<file path="config.mk">
export PLATFORM = sky130hd
export DESIGN_NAME = irq_ctrl
export DESIGN_NICKNAME = d
export VERILOG_FILES = /design/src/rtl/irq_ctrl_pkg.sv /design/src/rtl/irq_pend_bit.sv /design/src/rtl/irq_prio_pick.sv /design/src/rtl/irq_vec_table.sv /design/src/rtl/irq_seq.sv /design/src/rtl/irq_ctrl.sv
export SDC_FILE = /design/constraint.sdc
export NUM_CORES = 1
export LEC_CHECK = 0
export ABC_AREA = 1
export ABC_CLOCK_PERIOD_IN_PS = 2700
export BUFFER_PORTS_ARGS = -buffer_cell sky130_fd_sc_hd__buf_2
export CAP_MARGIN = 10
export CORE_ASPECT_RATIO = 1.25
export CORE_MARGIN = 2
export CORE_UTILIZATION = 40
export CTS_BUF_LIST = sky130_fd_sc_hd__clkbuf_8 sky130_fd_sc_hd__clkbuf_16
export DETAILED_ROUTE_END_ITERATION = 12
export PLACE_DENSITY = 0.7
export SKIP_CTS_REPAIR_TIMING = 1
export SYNTH_ARGS = -nofsm -noshare
export SYNTH_HDL_FRONTEND = slang
export SYNTH_SLANG_ARGS = --single-unit
</file>
<file path="constraint.sdc">
create_clock -name clk -period 2.7 [get_ports clk]
set_clock_uncertainty 0.1 [all_clocks]
set_input_delay 0.27 -clock clk [delete_from_list [all_inputs] [get_ports clk]]
set_output_delay 0.27 -clock clk [all_outputs]
set_load 0.05 [all_outputs]
</file>
<file path="src/rtl/irq_ctrl_pkg.sv">
package irq_ctrl_pkg;
  typedef enum logic [2:0] {
    ST_IDLE = 3'd0,
    ST_SAVE = 3'd1,
    ST_VEC  = 3'd2,
    ST_SERV = 3'd3,
    ST_REST = 3'd4
  } seq_state_t;
endpackage

</file>
<file path="src/rtl/irq_pend_bit.sv">
module irq_pend_bit (
  input  logic clk,
  input  logic rst_n,
  input  logic req,
  input  logic clr,
  output logic pend
);
  // sticky latch: set while requested, cleared only by its acknowledge
  always_ff @(posedge clk) begin
    if (!rst_n) pend <= 1'b0;
    else if (clr) pend <= 1'b0;
    else if (req) pend <= 1'b1;
  end
endmodule

</file>
<file path="src/rtl/irq_prio_pick.sv">
module irq_prio_pick #(
  parameter int N_SRC = 5,
  parameter int IDX_W = 3
) (
  input  logic [N_SRC-1:0] cand,
  output logic             any,
  output logic [IDX_W-1:0] win
);
  // bit 0 is highest priority; lowest set bit wins
  always_comb begin
    win = '0;
    for (int i = N_SRC - 1; i >= 0; i--) begin
      if (cand[i]) win = IDX_W'(i);
    end
    any = |cand;
  end
endmodule

</file>
<file path="src/rtl/irq_vec_table.sv">
module irq_vec_table #(
  parameter int                NV         = 5,
  parameter int                IDX_W      = 3,
  parameter int                ADDR_W     = 16,
  parameter logic [ADDR_W-1:0] VEC_BASE   = 16'h0100,
  parameter logic [ADDR_W-1:0] VEC_STRIDE = 16'h0010
) (
  input  logic [IDX_W-1:0]  idx,
  output logic [ADDR_W-1:0] addr
);
  logic [ADDR_W-1:0] entry [NV];

  for (genvar g = 0; g < NV; g++) begin : g_entry
    assign entry[g] = VEC_BASE + ADDR_W'(g) * VEC_STRIDE;
  end

  always_comb begin
    addr = VEC_BASE;
    for (int i = 0; i < NV; i++) begin
      if (idx == IDX_W'(i)) addr = entry[i];
    end
  end
endmodule

</file>
<file path="src/rtl/irq_seq.sv">
module irq_seq
  import irq_ctrl_pkg::*;
#(
  parameter int IDX_W = 3
) (
  input  logic             clk,
  input  logic             rst_n,
  input  logic             exec_done,
  input  logic             elig_any,
  input  logic [IDX_W-1:0] elig_win,
  input  logic             ie_wr,
  input  logic             ie_wdata,
  input  logic             take_ready,
  input  logic             eoi,
  output logic             ie_q,
  output logic [IDX_W-1:0] sel_q,
  output logic             in_save,
  output logic             in_vec,
  output logic             in_rest,
  output logic             in_busy,
  output logic             handshake
);
  seq_state_t state;
  logic       ie_keep;

  always_ff @(posedge clk) begin
    if (!rst_n) begin
      state   <= ST_IDLE;
      ie_q    <= 1'b0;
      ie_keep <= 1'b0;
      sel_q   <= '0;
    end else begin
      if (ie_wr) ie_q <= ie_wdata;
      unique case (state)
        ST_IDLE: begin
          if (exec_done && elig_any) begin
            sel_q   <= elig_win;
            ie_keep <= ie_wr ? ie_wdata : ie_q;
            ie_q    <= 1'b0;
            state   <= ST_SAVE;
          end
        end
        ST_SAVE: state <= ST_VEC;
        ST_VEC:  if (take_ready) state <= ST_SERV;
        ST_SERV: if (eoi) state <= ST_REST;
        ST_REST: begin
          ie_q  <= ie_keep;
          state <= ST_IDLE;
        end
        default: state <= ST_IDLE;
      endcase
    end
  end

  assign in_save   = (state == ST_SAVE);
  assign in_vec    = (state == ST_VEC);
  assign in_rest   = (state == ST_REST);
  assign in_busy   = (state != ST_IDLE);
  assign handshake = in_vec && take_ready;
endmodule

</file>
<file path="src/rtl/irq_ctrl.sv">
module irq_ctrl #(
  parameter int                N_LINES    = 4,
  parameter int                ADDR_W     = 16,
  parameter logic [ADDR_W-1:0] VEC_BASE   = 16'h0100,
  parameter logic [ADDR_W-1:0] VEC_STRIDE = 16'h0010,
  localparam int               N_SRC      = N_LINES + 1,
  localparam int               IDX_W      = $clog2(N_SRC)
) (
  input  logic               clk,
  input  logic               rst_n,
  input  logic [N_LINES-1:0] irq_req,
  input  logic               nmi_req,
  input  logic               exec_done,
  input  logic               ie_wr,
  input  logic               ie_wdata,
  input  logic               eoi,
  input  logic               take_ready,
  output logic               ie_flag,
  output logic               busy,
  output logic               save_stb,
  output logic               take_valid,
  output logic [IDX_W-1:0]   take_idx,
  output logic [ADDR_W-1:0]  take_addr,
  output logic               nmi_ack,
  output logic [N_LINES-1:0] irq_ack,
  output logic               restore_stb
);
  // source numbering equals vector index: 0 = non-maskable, k+1 = line k
  logic [N_SRC-1:0] src_req;
  logic [N_SRC-1:0] src_ack;
  logic [N_SRC-1:0] src_pend;
  logic [N_SRC-1:0] src_elig;
  logic             elig_any;
  logic [IDX_W-1:0] elig_win;
  logic [IDX_W-1:0] sel_q;
  logic             handshake;

  assign src_req = {irq_req, nmi_req};

  for (genvar s = 0; s < N_SRC; s++) begin : g_src
    irq_pend_bit u_pend (
      .clk  (clk),
      .rst_n(rst_n),
      .req  (src_req[s]),
      .clr  (src_ack[s]),
      .pend (src_pend[s])
    );
    if (s == 0) begin : g_nm
      assign src_elig[s] = src_pend[s];
    end else begin : g_mk
      assign src_elig[s] = src_pend[s] & ie_flag;
    end
    assign src_ack[s] = handshake && (sel_q == IDX_W'(s));
  end

  irq_prio_pick #(.N_SRC(N_SRC), .IDX_W(IDX_W)) u_pick (
    .cand(src_elig),
    .any (elig_any),
    .win (elig_win)
  );

  irq_seq #(.IDX_W(IDX_W)) u_seq (
    .clk       (clk),
    .rst_n     (rst_n),
    .exec_done (exec_done),
    .elig_any  (elig_any),
    .elig_win  (elig_win),
    .ie_wr     (ie_wr),
    .ie_wdata  (ie_wdata),
    .take_ready(take_ready),
    .eoi       (eoi),
    .ie_q      (ie_flag),
    .sel_q     (sel_q),
    .in_save   (save_stb),
    .in_vec    (take_valid),
    .in_rest   (restore_stb),
    .in_busy   (busy),
    .handshake (handshake)
  );

  irq_vec_table #(
    .NV(N_SRC), .IDX_W(IDX_W), .ADDR_W(ADDR_W),
    .VEC_BASE(VEC_BASE), .VEC_STRIDE(VEC_STRIDE)
  ) u_tab (
    .idx (sel_q),
    .addr(take_addr)
  );

  assign take_idx = sel_q;
  assign nmi_ack  = src_ack[0];
  assign irq_ack  = src_ack[N_SRC-1:1];
endmodule

</file>
==> results by group, run 1 <==
Timing
  • Fin crit period: 1.90 ns
  • Setup TNS: 0 ns
  • Hold WS: 0.192 ns
  • Endpoints failing setup: 0
  • Unrepaired setup endpoints after global routing: no
  • Final Hold Fails: 0
  • Max Freq: 526 MHz
  • Max Slew Vio Count: 0
  • Fin crit share: 70.4%

Final layout
  • Fillcell total: 232
  • Share of cells above drive strength 1: 44.4%
  • Most frequent cells in the layout: buf_2 (27), nand2_1 (16), conb_1 (13), dfxtp_1 (13), nor2_1 (11)
  • Final-stage net count: 155
  • Diode count: 0
  • Synth-to-Final Area Change: 14.1%
  • Flip-flop and latch area: 260 um^2
  • Area of the multi-input gates: 494 um^2
  • Commonest non-fill, non-tap cell in the layout: buf_2

Power and ir drop
  • Power Dens Cells: 629 mW/mm^2
  • Net Sw Power: 284 uW
  • Int Power: 366 uW
  • Reg power frac: 35.8%
  • Pleak: 0.000530 uW
  • Switching fraction of total power: 43.7%
  • Max VDD drop: 0.318 mV
  • Power share of the combinational group: 38.1%
  • Clock share of power: 26.1%

Detailed routing
  • WL/cell: 10.1 um
  • DRT iter0 DRCs: 11
  • # DRC: 0
  • Via density: 4.46
  • Post-route ant nets: 0
  • WL final: 1760 um
  • Vias: 771
  • DR pass1 iterations: 4

Floorplanning
  • I/O pin count: 41
  • Die height: 57.2 um
  • Die X: 46.5 um
  • Core area: 0.00216 mm^2
  • Rows: 19
  • Initial Util: 41.8%
  • Die area: 0.00266 mm^2

GRT
  • Met1 Usage GRT: 16.5%
  • GRT Util Overall: 14.9%
  • Vias in the first global route: 726
  • GRT Residual Overflow: 0
  • First-pass GRT wire length: 2900 um
  • Grt met3 use: 3.48%
  • Initial antenna violation count: 0
  • Pin count of the biggest net entering global routing: 11
  • Top Usage Layer GRT: met2
  • Grt met2 use: 24.2%

Clock network
  • Num CTS Buffers: 3
  • CTS Sinks: 13
  • CTS root buf: clkbuf_8
  • Clk slew on worst S/H paths: 0.06 ns
  • Htree depth: 1
  • CTS tree: yes
  • Max Buffers Root-to-Sink: 2
  • Skew-Pair Late Insertion Delay: 0.24 ns

Yosys
  • Largest cells by area after synthesis: dfxtp_1 (29%), buf_4 (14%), nand2_1 (6.6%), nor4_2 (5.5%), o21ai_0 (5.0%)
  • Mapped cell area: 905 um^2
  • Syn Area/Cell: 7.67 um^2
  • Synth area leader: dfxtp_1
  • Post-synthesis sequential area ratio: 28.8%
  • Yosys reg bits: 13
  • Yosys top cell area share: 28.8%
  • Syn Inst Count: 118
  • Yosys cell types: 27
  • Yosys Warn Count: 0

Worst hold path
  • Worst min-delay path class: in -> reg

Place
  • Half-perimeter wire length after placement: 1430 um
  • Buffers on Ports: 27
  • Routability Congestion: 0.794

Run
  • Max_cap viols: 0

Worst setup path
  • Critical path capture point type: output port
  • Crit path max fanout: 6
  • Crit start category: flop
  • WP data arrival: 1.53 ns
  • WS Path Type: reg -> out
  • Required @ worst endpoint: 2.33 ns

Run status
  • Status: finished clean
## metrics by stage
step	setup slack (ns)	util (%)	total power (uW)	instances	area (um^2)
finish	0.798	47.7	650	173	1030
global route	0.695	47.7	687	173	1030
CTS	0.801	47.7	657	173	1030
detailed placement	1.07	45.6	486	169	987
global placement	1.08	45.6	481	169	987
floorplan	0.350	-	454	129	946
## kinds of logic after synthesis
logic type | after synthesis | synth area share (%)
flip-flops | 13 | 28.8
other | 2 | 0.830
AO/OA/AOI/OAI | 16 | 10.5
buffers and inverters | 33 | 21.2
AND/OR/NAND/NOR | 54 | 38.7
## registers in the layout (all words and copies together) (netlist names)
register / count
g_src.u_pend.pend: 5
u_seq.sel_q: 3
u_seq.state: 3
u_seq.ie_keep: 1
u_seq.ie_q: 1
## routing by layer
layer  wire length (um)  share of wire (%)  up-vias
met1                696                 40      350
li1                   -                  -      392
met2                919                 52       25
met5                  0                  0        -
met3                102                5.8        4
met4                 36                2.1        0
## cell usage after synthesis, drive strengths merged
library cell	instances
o21ai	11
dfxtp	13
nor3	2
or2	2
inv	15
a21oi	4
nor2	13
nand3	6
nor4	5
conb	2
o211ai	1
buf	18
nand2	26
## power by group through the flow
stage          registers [uW]  clock network (uW)  logic, uW
2_1_floorplan             257                   0        197
3_3_place_gp              236                   0        245
3_5_place_dp              237                   0        249
4_1_cts                   233                 173        250
5_1_grt                   236                 184        267
6_report                  233                 169        248
## critical path, stage by stage (launching register included)
cell and delay (ns):
dfxtp_1 0.49, inv_1 0.16, nor4_2 0.31, buf_2 0.33
## layout make-up
type	count	share of cell area (%)
multi-input cells	83	47.9
flip-flops and latches	13	25.2
repair buffers	27	13.1
inverters	15	5.70
clock buffers	3	4.00
well taps	31	3.76
clock inverters	1	0.364
## worst paths after layout
path / start / end / slack, ns / cells past startpoint
hold reg to reg: u_seq.ie_keep / u_seq.ie_keep / 0.38 / 2
setup reg to reg: u_seq.state[1] / u_seq.state[2] / 1.42 / 6
setup / recovery: u_seq.sel_q[1] / irq_ack[1] / 0.80 / 3
hold / removal: irq_req[2] / g_src[3].u_pend.pend / 0.19 / 3
No activity file was read; power rests on OpenSTA's default activity.
==> inputs of run 2 (changes only) <==
--- a/config.mk
+++ b/config.mk
@@ -6,7 +6,7 @@
 export NUM_CORES = 1
 export LEC_CHECK = 0
 export ABC_AREA = 1
-export ABC_CLOCK_PERIOD_IN_PS = 2700
+export ABC_CLOCK_PERIOD_IN_PS = 1700
 export BUFFER_PORTS_ARGS = -buffer_cell sky130_fd_sc_hd__buf_2
 export CAP_MARGIN = 10
 export CORE_ASPECT_RATIO = 1.25
@@ -14,7 +14,7 @@
 export CORE_UTILIZATION = 40
 export CTS_BUF_LIST = sky130_fd_sc_hd__clkbuf_8 sky130_fd_sc_hd__clkbuf_16
 export DETAILED_ROUTE_END_ITERATION = 12
-export PLACE_DENSITY = 0.7
+export PLACE_DENSITY = 0.73
 export SKIP_CTS_REPAIR_TIMING = 1
 export SYNTH_ARGS = -nofsm -noshare
 export SYNTH_HDL_FRONTEND = slang
==> constraint.sdc (replaced) <==
create_clock -name clk -period 1.7 [get_ports clk]
set_clock_uncertainty 0.1 [all_clocks]
set_input_delay 0.17 -clock clk [delete_from_list [all_inputs] [get_ports clk]]
set_output_delay 0.17 -clock clk [all_outputs]
set_load 0.05 [all_outputs]
==> results by group, run 2 (synthesis gave the netlist of run 1 again) <==
Clock network
  • CTS Sinks: 13 (unchanged)
  • CTS root buf: clkbuf_8
  • Max Buffers Root-to-Sink: 2 (unchanged)
  • CTS tree: yes
  • Htree depth: 1 (unchanged)
  • Clk slew on worst S/H paths: 0.06 ns (about the same)
  • Num CTS Buffers: 3 (unchanged)
  • Skew-Pair Late Insertion Delay: 0.24 ns (about the same)

Floorplanning
  • Rows: 19 (unchanged)
  • Die X: 46.5 um (unchanged)
  • Initial Util: 41.8% (unchanged)
  • I/O pin count: 41 (unchanged)
  • Die area: 0.00266 mm^2 (unchanged)
  • Core area: 0.00216 mm^2 (unchanged)
  • Die height: 57.2 um (unchanged)

Timing
  • Endpoints failing setup: 0 (unchanged)
  • Fin crit period: 1.63 ns
  • Fin crit share: 96.2%
  • Worst setup margin: 0.0650 ns (-0.733 ns)
  • Max Slew Vio Count: 0 (unchanged)
  • Final Hold Fails: 0 (unchanged)
  • Max Freq: 612 MHz
  • Hold WS: 0.0916 ns (-0.101 ns)

Final layout
  • Synth-to-Final Area Change: 25.4%
  • Fillcell total: 212 (-8.6%)
  • Reg with most FFs: g_src.u_pend.pend
  • Share of cells above drive strength 1: 50.3% (+6.0 points)
  • Most frequent cells in the layout: buf_2 (22), nand2_1 (16), conb_1 (13)
  • Final-stage net count: 156 (+0.65%)
  • Diode count: 0 (unchanged)
  • Flip-flop and latch area: 272 um^2 (+4.3%)
  • Commonest non-fill, non-tap cell in the layout: buf_2
  • Area of the multi-input gates: 553 um^2 (+12%)
  • Final Util: 52.5% (+4.7 points)
  • Biggest regs: g_src.u_pend.pend x5, u_seq.sel_q x3, u_seq.state x3
  • Number of flip-flops in the largest register: 5 (unchanged)

Worst hold path
  • WHS Endpoint: g_src[4].u_pend.pend
  • Hold Crit Start: irq_req[3]
  • WHS Path Cells: 3 (unchanged)
  • Worst min-delay path class: in -> reg

Run status
  • Status: finished clean

Worst setup path
  • Worst reg2reg endpoint: u_seq.state[2]
  • Crit path max fanout: 5 (-1)
  • WP data arrival: 1.36 ns (-0.17 ns)
  • Worst R2R Path Depth: 8 (+2)
  • RR Startpoint: u_seq.state[2]
  • Crit start category: flop
  • WS Path Type: reg -> out
  • R2R Setup Slk: 0.39 ns (-1.03 ns)
  • Critical path capture point type: output port
  • Required @ worst endpoint: 1.43 ns (-0.90 ns)
  • Critical path's slowest cell: dfxtp_2
  • Max incr delay on CP: 0.34 ns (-0.15 ns)
  • Critical Path, Cell by Cell: inv_2 > nand3_4 > inv_6 > nand2_8 > nor4_4 > buf_6

Place
  • Pre-CTS setup slack: 0.183 ns (-0.886 ns)
  • Routability Congestion: 0.803 (+1.1%)
  • Half-perimeter wire length after placement: 1470 um (+2.4%)
  • Buffers on Ports: 27 (unchanged)

Detailed routing
  • DR pass1 iterations: 4 (unchanged)
  • Via density: 4.41 (-1.1%)
  • WL/cell: 10.7 um (+5.9%)
  • Vias: 767 (-0.52%)
  • DRT iter0 DRCs: 4 (-7)
  • Post-route ant nets: 0 (unchanged)
  • WL final: 1870 um (+6.5%)
  • # DRC: 0 (unchanged)

Run
  • Max_cap viols: 0 (unchanged)

GRT
  • Pin count of the biggest net entering global routing: 11 (unchanged)
  • Initial antenna violation count: 0 (unchanged)
  • GRT Residual Overflow: 0 (unchanged)
  • First-pass GRT wire length: 2900 um (+0.21%)
  • Vias in the first global route: 714 (-1.7%)
  • GRT Util Overall: 15.3% (+0.41 points)

Power and ir drop
  • Power Dens Cells: 936 mW/mm^2 (+49%)
  • Pleak: 0.000536 uW (+1.1%)
  • Max VDD drop: 0.431 mV (+36%)
==> run 2: cell types whose count changed in the layout (fill, tap and decap cells not counted), sizes merged <==
cell,change
buf,+1
==> run 2: layer usage <==
metal	GRT usage, %	share of wire, %
met5	0	0
met4	10.6	3.6
met3	2.85	5.2
met2	24.4	51
met1	17.6	40
==> run 2: cell type report <==
cell class / count / share of cell area, %
clock buffer: 3 / 3.64
clock inverter: 1 / 0.331
multi-input combinational: 83 / 48.7
timing repair buffer: 28 / 14.3
sequential: 13 / 23.9
tap: 31 / 3.42
inverter: 15 / 5.62
==> run 2: how the worst max path moves through the flow <==
stage                         from              endpoint  slack [ns]  cells past startpoint
finish              u_seq.state[0]            irq_ack[3]        0.07                      6
global route        u_seq.state[0]            irq_ack[3]       -0.01                      6
CTS                 u_seq.state[0]               nmi_ack       -0.08                      6
detailed placement  u_seq.state[0]               nmi_ack        0.18                      6
global placement    u_seq.state[0]               nmi_ack        0.20                      6
floorplan           u_seq.state[0]  g_src[0].u_pend.pend      0.0009                      6
==> run 2: power breakdown <==
| group | total [uW] | internal (uW) | switching (uW) |
|---|---|---|---|
| Clock | 265 | 159 | 106 |
| Combinational | 413 | 96.2 | 317 |
| Sequential | 384 | 336 | 48.7 |
| Total | 1060 | 591 | 471 |
==> run 2: metrics by stage <==
step / TNS (ns) / cell area, um^2 / power, uW / cells
5_1_grt: -0.0115 / 1130 / 1120 / 174
2_1_floorplan: 0 / 972 / 732 / 129
3_5_place_dp: 0 / 1010 / 784 / 169
4_1_cts: -0.195 / 1060 / 1050 / 173
6_report: 0 / 1130 / 1060 / 174
3_3_place_gp: 0 / 1010 / 778 / 169
==> run 2: worst max-delay path, delay by kind of cell (launching register included) <==
kind                   cells  cell delay, ns
AND/OR/NAND/NOR            3            0.41
buffers and inverters      3            0.37
flip-flops                 1            0.34
==> inputs of run 3 (changes only) <==
--- a/config.mk
+++ b/config.mk
@@ -7,15 +7,16 @@
 export LEC_CHECK = 0
 export ABC_AREA = 1
 export ABC_CLOCK_PERIOD_IN_PS = 1700
-export BUFFER_PORTS_ARGS = -buffer_cell sky130_fd_sc_hd__buf_2
+export BUFFER_PORTS_ARGS = -buffer_cell sky130_fd_sc_hd__buf_4
 export CAP_MARGIN = 10
 export CORE_ASPECT_RATIO = 1.25
 export CORE_MARGIN = 2
 export CORE_UTILIZATION = 40
 export CTS_BUF_LIST = sky130_fd_sc_hd__clkbuf_8 sky130_fd_sc_hd__clkbuf_16
 export DETAILED_ROUTE_END_ITERATION = 12
-export PLACE_DENSITY = 0.73
+export PLACE_DENSITY = 0.74
 export SKIP_CTS_REPAIR_TIMING = 1
 export SYNTH_ARGS = -nofsm -noshare
 export SYNTH_HDL_FRONTEND = slang
+export SYNTH_HIERARCHICAL = 1
 export SYNTH_SLANG_ARGS = --single-unit
==> results by group, run 3 <==
Final layout
  • Most frequent cells in the layout: inv_1 (26), nand2_1 (26), nor2_1 (23), buf_4 (23), conb_1 (13)
  • Final Util: 57.5% (+5.1 points)
  • Number of flip-flops in the largest register: 5 (unchanged)
  • Reg with most FFs: g_src.u_pend/pend
  • Area of the multi-input gates: 463 um^2 (-16%)
  • Flip-flop and latch area: 264 um^2 (-2.8%)
  • Share of cells above drive strength 1: 30.9% (-19 points)
  • Biggest regs: g_src.u_pend/pend x5, u_seq/sel_q x3, u_seq/state x3
  • Final-stage net count: 178 (+14%)
  • Fillcell total: 188 (-11%)
  • Synth-to-Final Area Change: 36.7%
  • Diode count: 0 (unchanged)
  • Layout Cells excl Fill: 185 (+6.3%)

Floorplanning
  • Die X: 44.6 um (-4.1%)
  • Die height: 54.8 um (-4.2%)
  • I/O pin count: 41 (unchanged)
  • Die area: 0.00244 mm^2 (-8.2%)
  • Initial Util: 42.1% (+0.27 points)
  • Rows: 18 (-1)
  • Core area: 0.00196 mm^2 (-9.4%)

Yosys
  • EDFF count, synth: 0 (unchanged)
  • Top-count cell post-synth: nor2_1
  • Syn Area/Cell: 6.11 um^2 (-20%)
  • Post-synth ARST share: 0% (unchanged)
  • Mapped cell area: 825 um^2 (-8.9%)
  • Largest cells by area after synthesis: dfxtp_1 (32%), nor2_1 (14%), nand2_1 (12%), buf_4 (12%), inv_1 (11%)
  • Ys flop type: dfxtp_1
  • Yosys top cell area share: 31.6% (+2.8 points)
  • Post-synthesis sequential area ratio: 31.6% (+2.8 points)
  • Yosys reg bits: 13 (unchanged)
  • Yosys cell types: 18 (-33%)
  • Yosys Warn Count: 6 (+6)
  • Syn Inst Count: 135 (+14%)
  • Post-synth top cells: nor2_1 (31), nand2_1 (27), inv_1 (25)
  • Synth area leader: dfxtp_1

Detailed routing
  • DRT iter0 DRCs: 21 (+17)
  • DR pass1 iterations: 4 (unchanged)
  • # DRC: 0 (unchanged)
  • WL final: 1900 um (+1.8%)
  • Via density: 4.52 (+2.5%)
  • WL/cell: 10.3 um (-4.3%)
  • Post-route ant nets: 0 (unchanged)
  • Vias: 836 (+9.0%)

Place
  • Buffers on Ports: 27 (unchanged)
  • Routability Congestion: 0.786 (-2.1%)
  • Placed instance count: 180 (+6.5%)
  • Half-perimeter wire length after placement: 1420 um (-3.3%)

Worst setup path
  • Critical path capture point type: output port
  • WS Path Type: reg -> out
  • Crit start category: flop
  • WP data arrival: 1.36 ns (about the same)
  • Worst Setup SP: u_seq/state[0]
  • RR Startpoint: u_seq/ie_q
  • Worst R2R Path Depth: 9 (+1)
  • Crit path max fanout: 5 (unchanged)
  • Required @ worst endpoint: 1.43 ns (about the same)

GRT
  • GRT Util Overall: 15.7% (+0.40 points)
  • Vias in the first global route: 698 (-2.2%)
  • First-pass GRT wire length: 2800 um (-3.5%)
  • GRT Residual Overflow: 0 (unchanged)
  • Initial antenna violation count: 0 (unchanged)
  • Pin count of the biggest net entering global routing: 11 (unchanged)

Clock network
  • Max Buffers Root-to-Sink: 2 (unchanged)
  • Num CTS Buffers: 3 (unchanged)
  • CTS tree: yes
  • CTS root buf: clkbuf_8
  • Skew-Pair Late Insertion Delay: 0.24 ns (about the same)
  • Clk slew on worst S/H paths: 0.06 ns (about the same)
  • CTS Sinks: 13 (unchanged)
  • Htree depth: 1 (unchanged)

Power and ir drop
  • Int Power: 723 uW (+22%)
  • Power share of the combinational group: 51.1% (+12 points)
  • Max VDD drop: 1.02 mV (+140%)
  • Net Sw Power: 698 uW (+48%)
  • Switching fraction of total power: 49.1% (+4.8 points)
  • Reg power frac: 29.8% (-6.4 points)
  • Pleak: 0.000587 uW (+9.5%)
  • Power Dens Cells: 1260 mW/mm^2 (+35%)
  • Total power: 1420 uW (+34%)
  • Clock share of power: 19.0% (-5.9 points)

Timing
  • Hold WS: 0.0404 ns (-0.0512 ns)
  • Endpoints failing setup: 0 (unchanged)
  • Unrepaired setup endpoints after global routing: no
  • Setup TNS: 0 ns (unchanged)
  • Final Hold Fails: 0 (unchanged)
  • Fin crit period: 1.63 ns (-0.00482 ns)
  • Fin crit share: 95.9% (-0.28 points)
  • Max Freq: 613 MHz (+0.30%)
  • Max Slew Vio Count: 0 (unchanged)

Run status
  • Status: finished clean

Run
  • Max_cap viols: 0 (unchanged)

Worst hold path
  • Hold Crit Start: irq_req[3]
  • WHS Path Cells: 3 (unchanged)
  • Worst min-delay path class: in -> reg
==> run 3: changes by cell type after synthesis, sizes merged <==
cell	delta
nor3	+1
nand4	+1
inv	+11
o211ai	-1
o21ai	-7
a21oi	-1
nand2	+3
nor2	+21
or2	-2
nor4	-5
buf	-5
a31oi	+1
==> run 3: cell families (layout without fill, tap and decap cells) <==
logic type | Yosys count | count (layout) | share of synthesized area [%]
other cells | 2 | 13 | 0.911
simple gates | 73 | 73 | 38.8
flops | 13 | 13 | 31.6
compound gates | 8 | 8 | 5.01
buf+inv | 39 | 58 | 23.7
==> run 3: final timing paths <==
| path | end | slack (ns) |
|---|---|---|
| max | irq_ack[0] | 0.07 |
| min | g_src[4].u_pend/pend | 0.04 |
| max reg2reg | u_seq/ie_q | 0.23 |
| min reg2reg | u_seq/ie_keep | 0.37 |
==> run 3: layout make-up <==
cell class	count	share of cell area, %
clock buffer	3	3.66
inverter	26	8.66
timing repair buffer	28	20.6
clock inverter	1	0.333
multi-input combinational	94	41.1
tap	20	2.22
sequential	13	23.4
==> run 3: worst max-delay path, stage by stage (launching register included) <==
cell and delay [ns]:
dfxtp_2 0.36, nor2_4 0.12, nand2_2 0.09, nor2_4 0.14, nand2_4 0.11, nor2_4 0.14, buf_8 0.15
==> run 3: power groups by stage <==
stage	logic, uW	clock network (uW)	registers, uW
finish	727	271	424
global route	776	296	429
CTS	674	276	415
detailed placement	671	0	421
global placement	667	0	416
floorplan	484	0	461
==> run 3: per-stage QoR <==
stage / setup slack [ns] / cell area, um^2
CTS: -0.110 / 1050
global placement: 0.211 / 1000
global route: 0.00418 / 1130
detailed placement: 0.160 / 1000
finish: 0.0698 / 1130
floorplan: -0.222 / 873
==> run 3: per-layer routing <==
metal / global-route usage (%) / vias to the layer above / wire length, um
li1: - / 431 / -
met1: 16.5 / 368 / 741
met2: 28.0 / 35 / 995
met3: 5.28 / 2 / 154
met4: 7.07 / 0 / 12
met5: 0 / - / 0
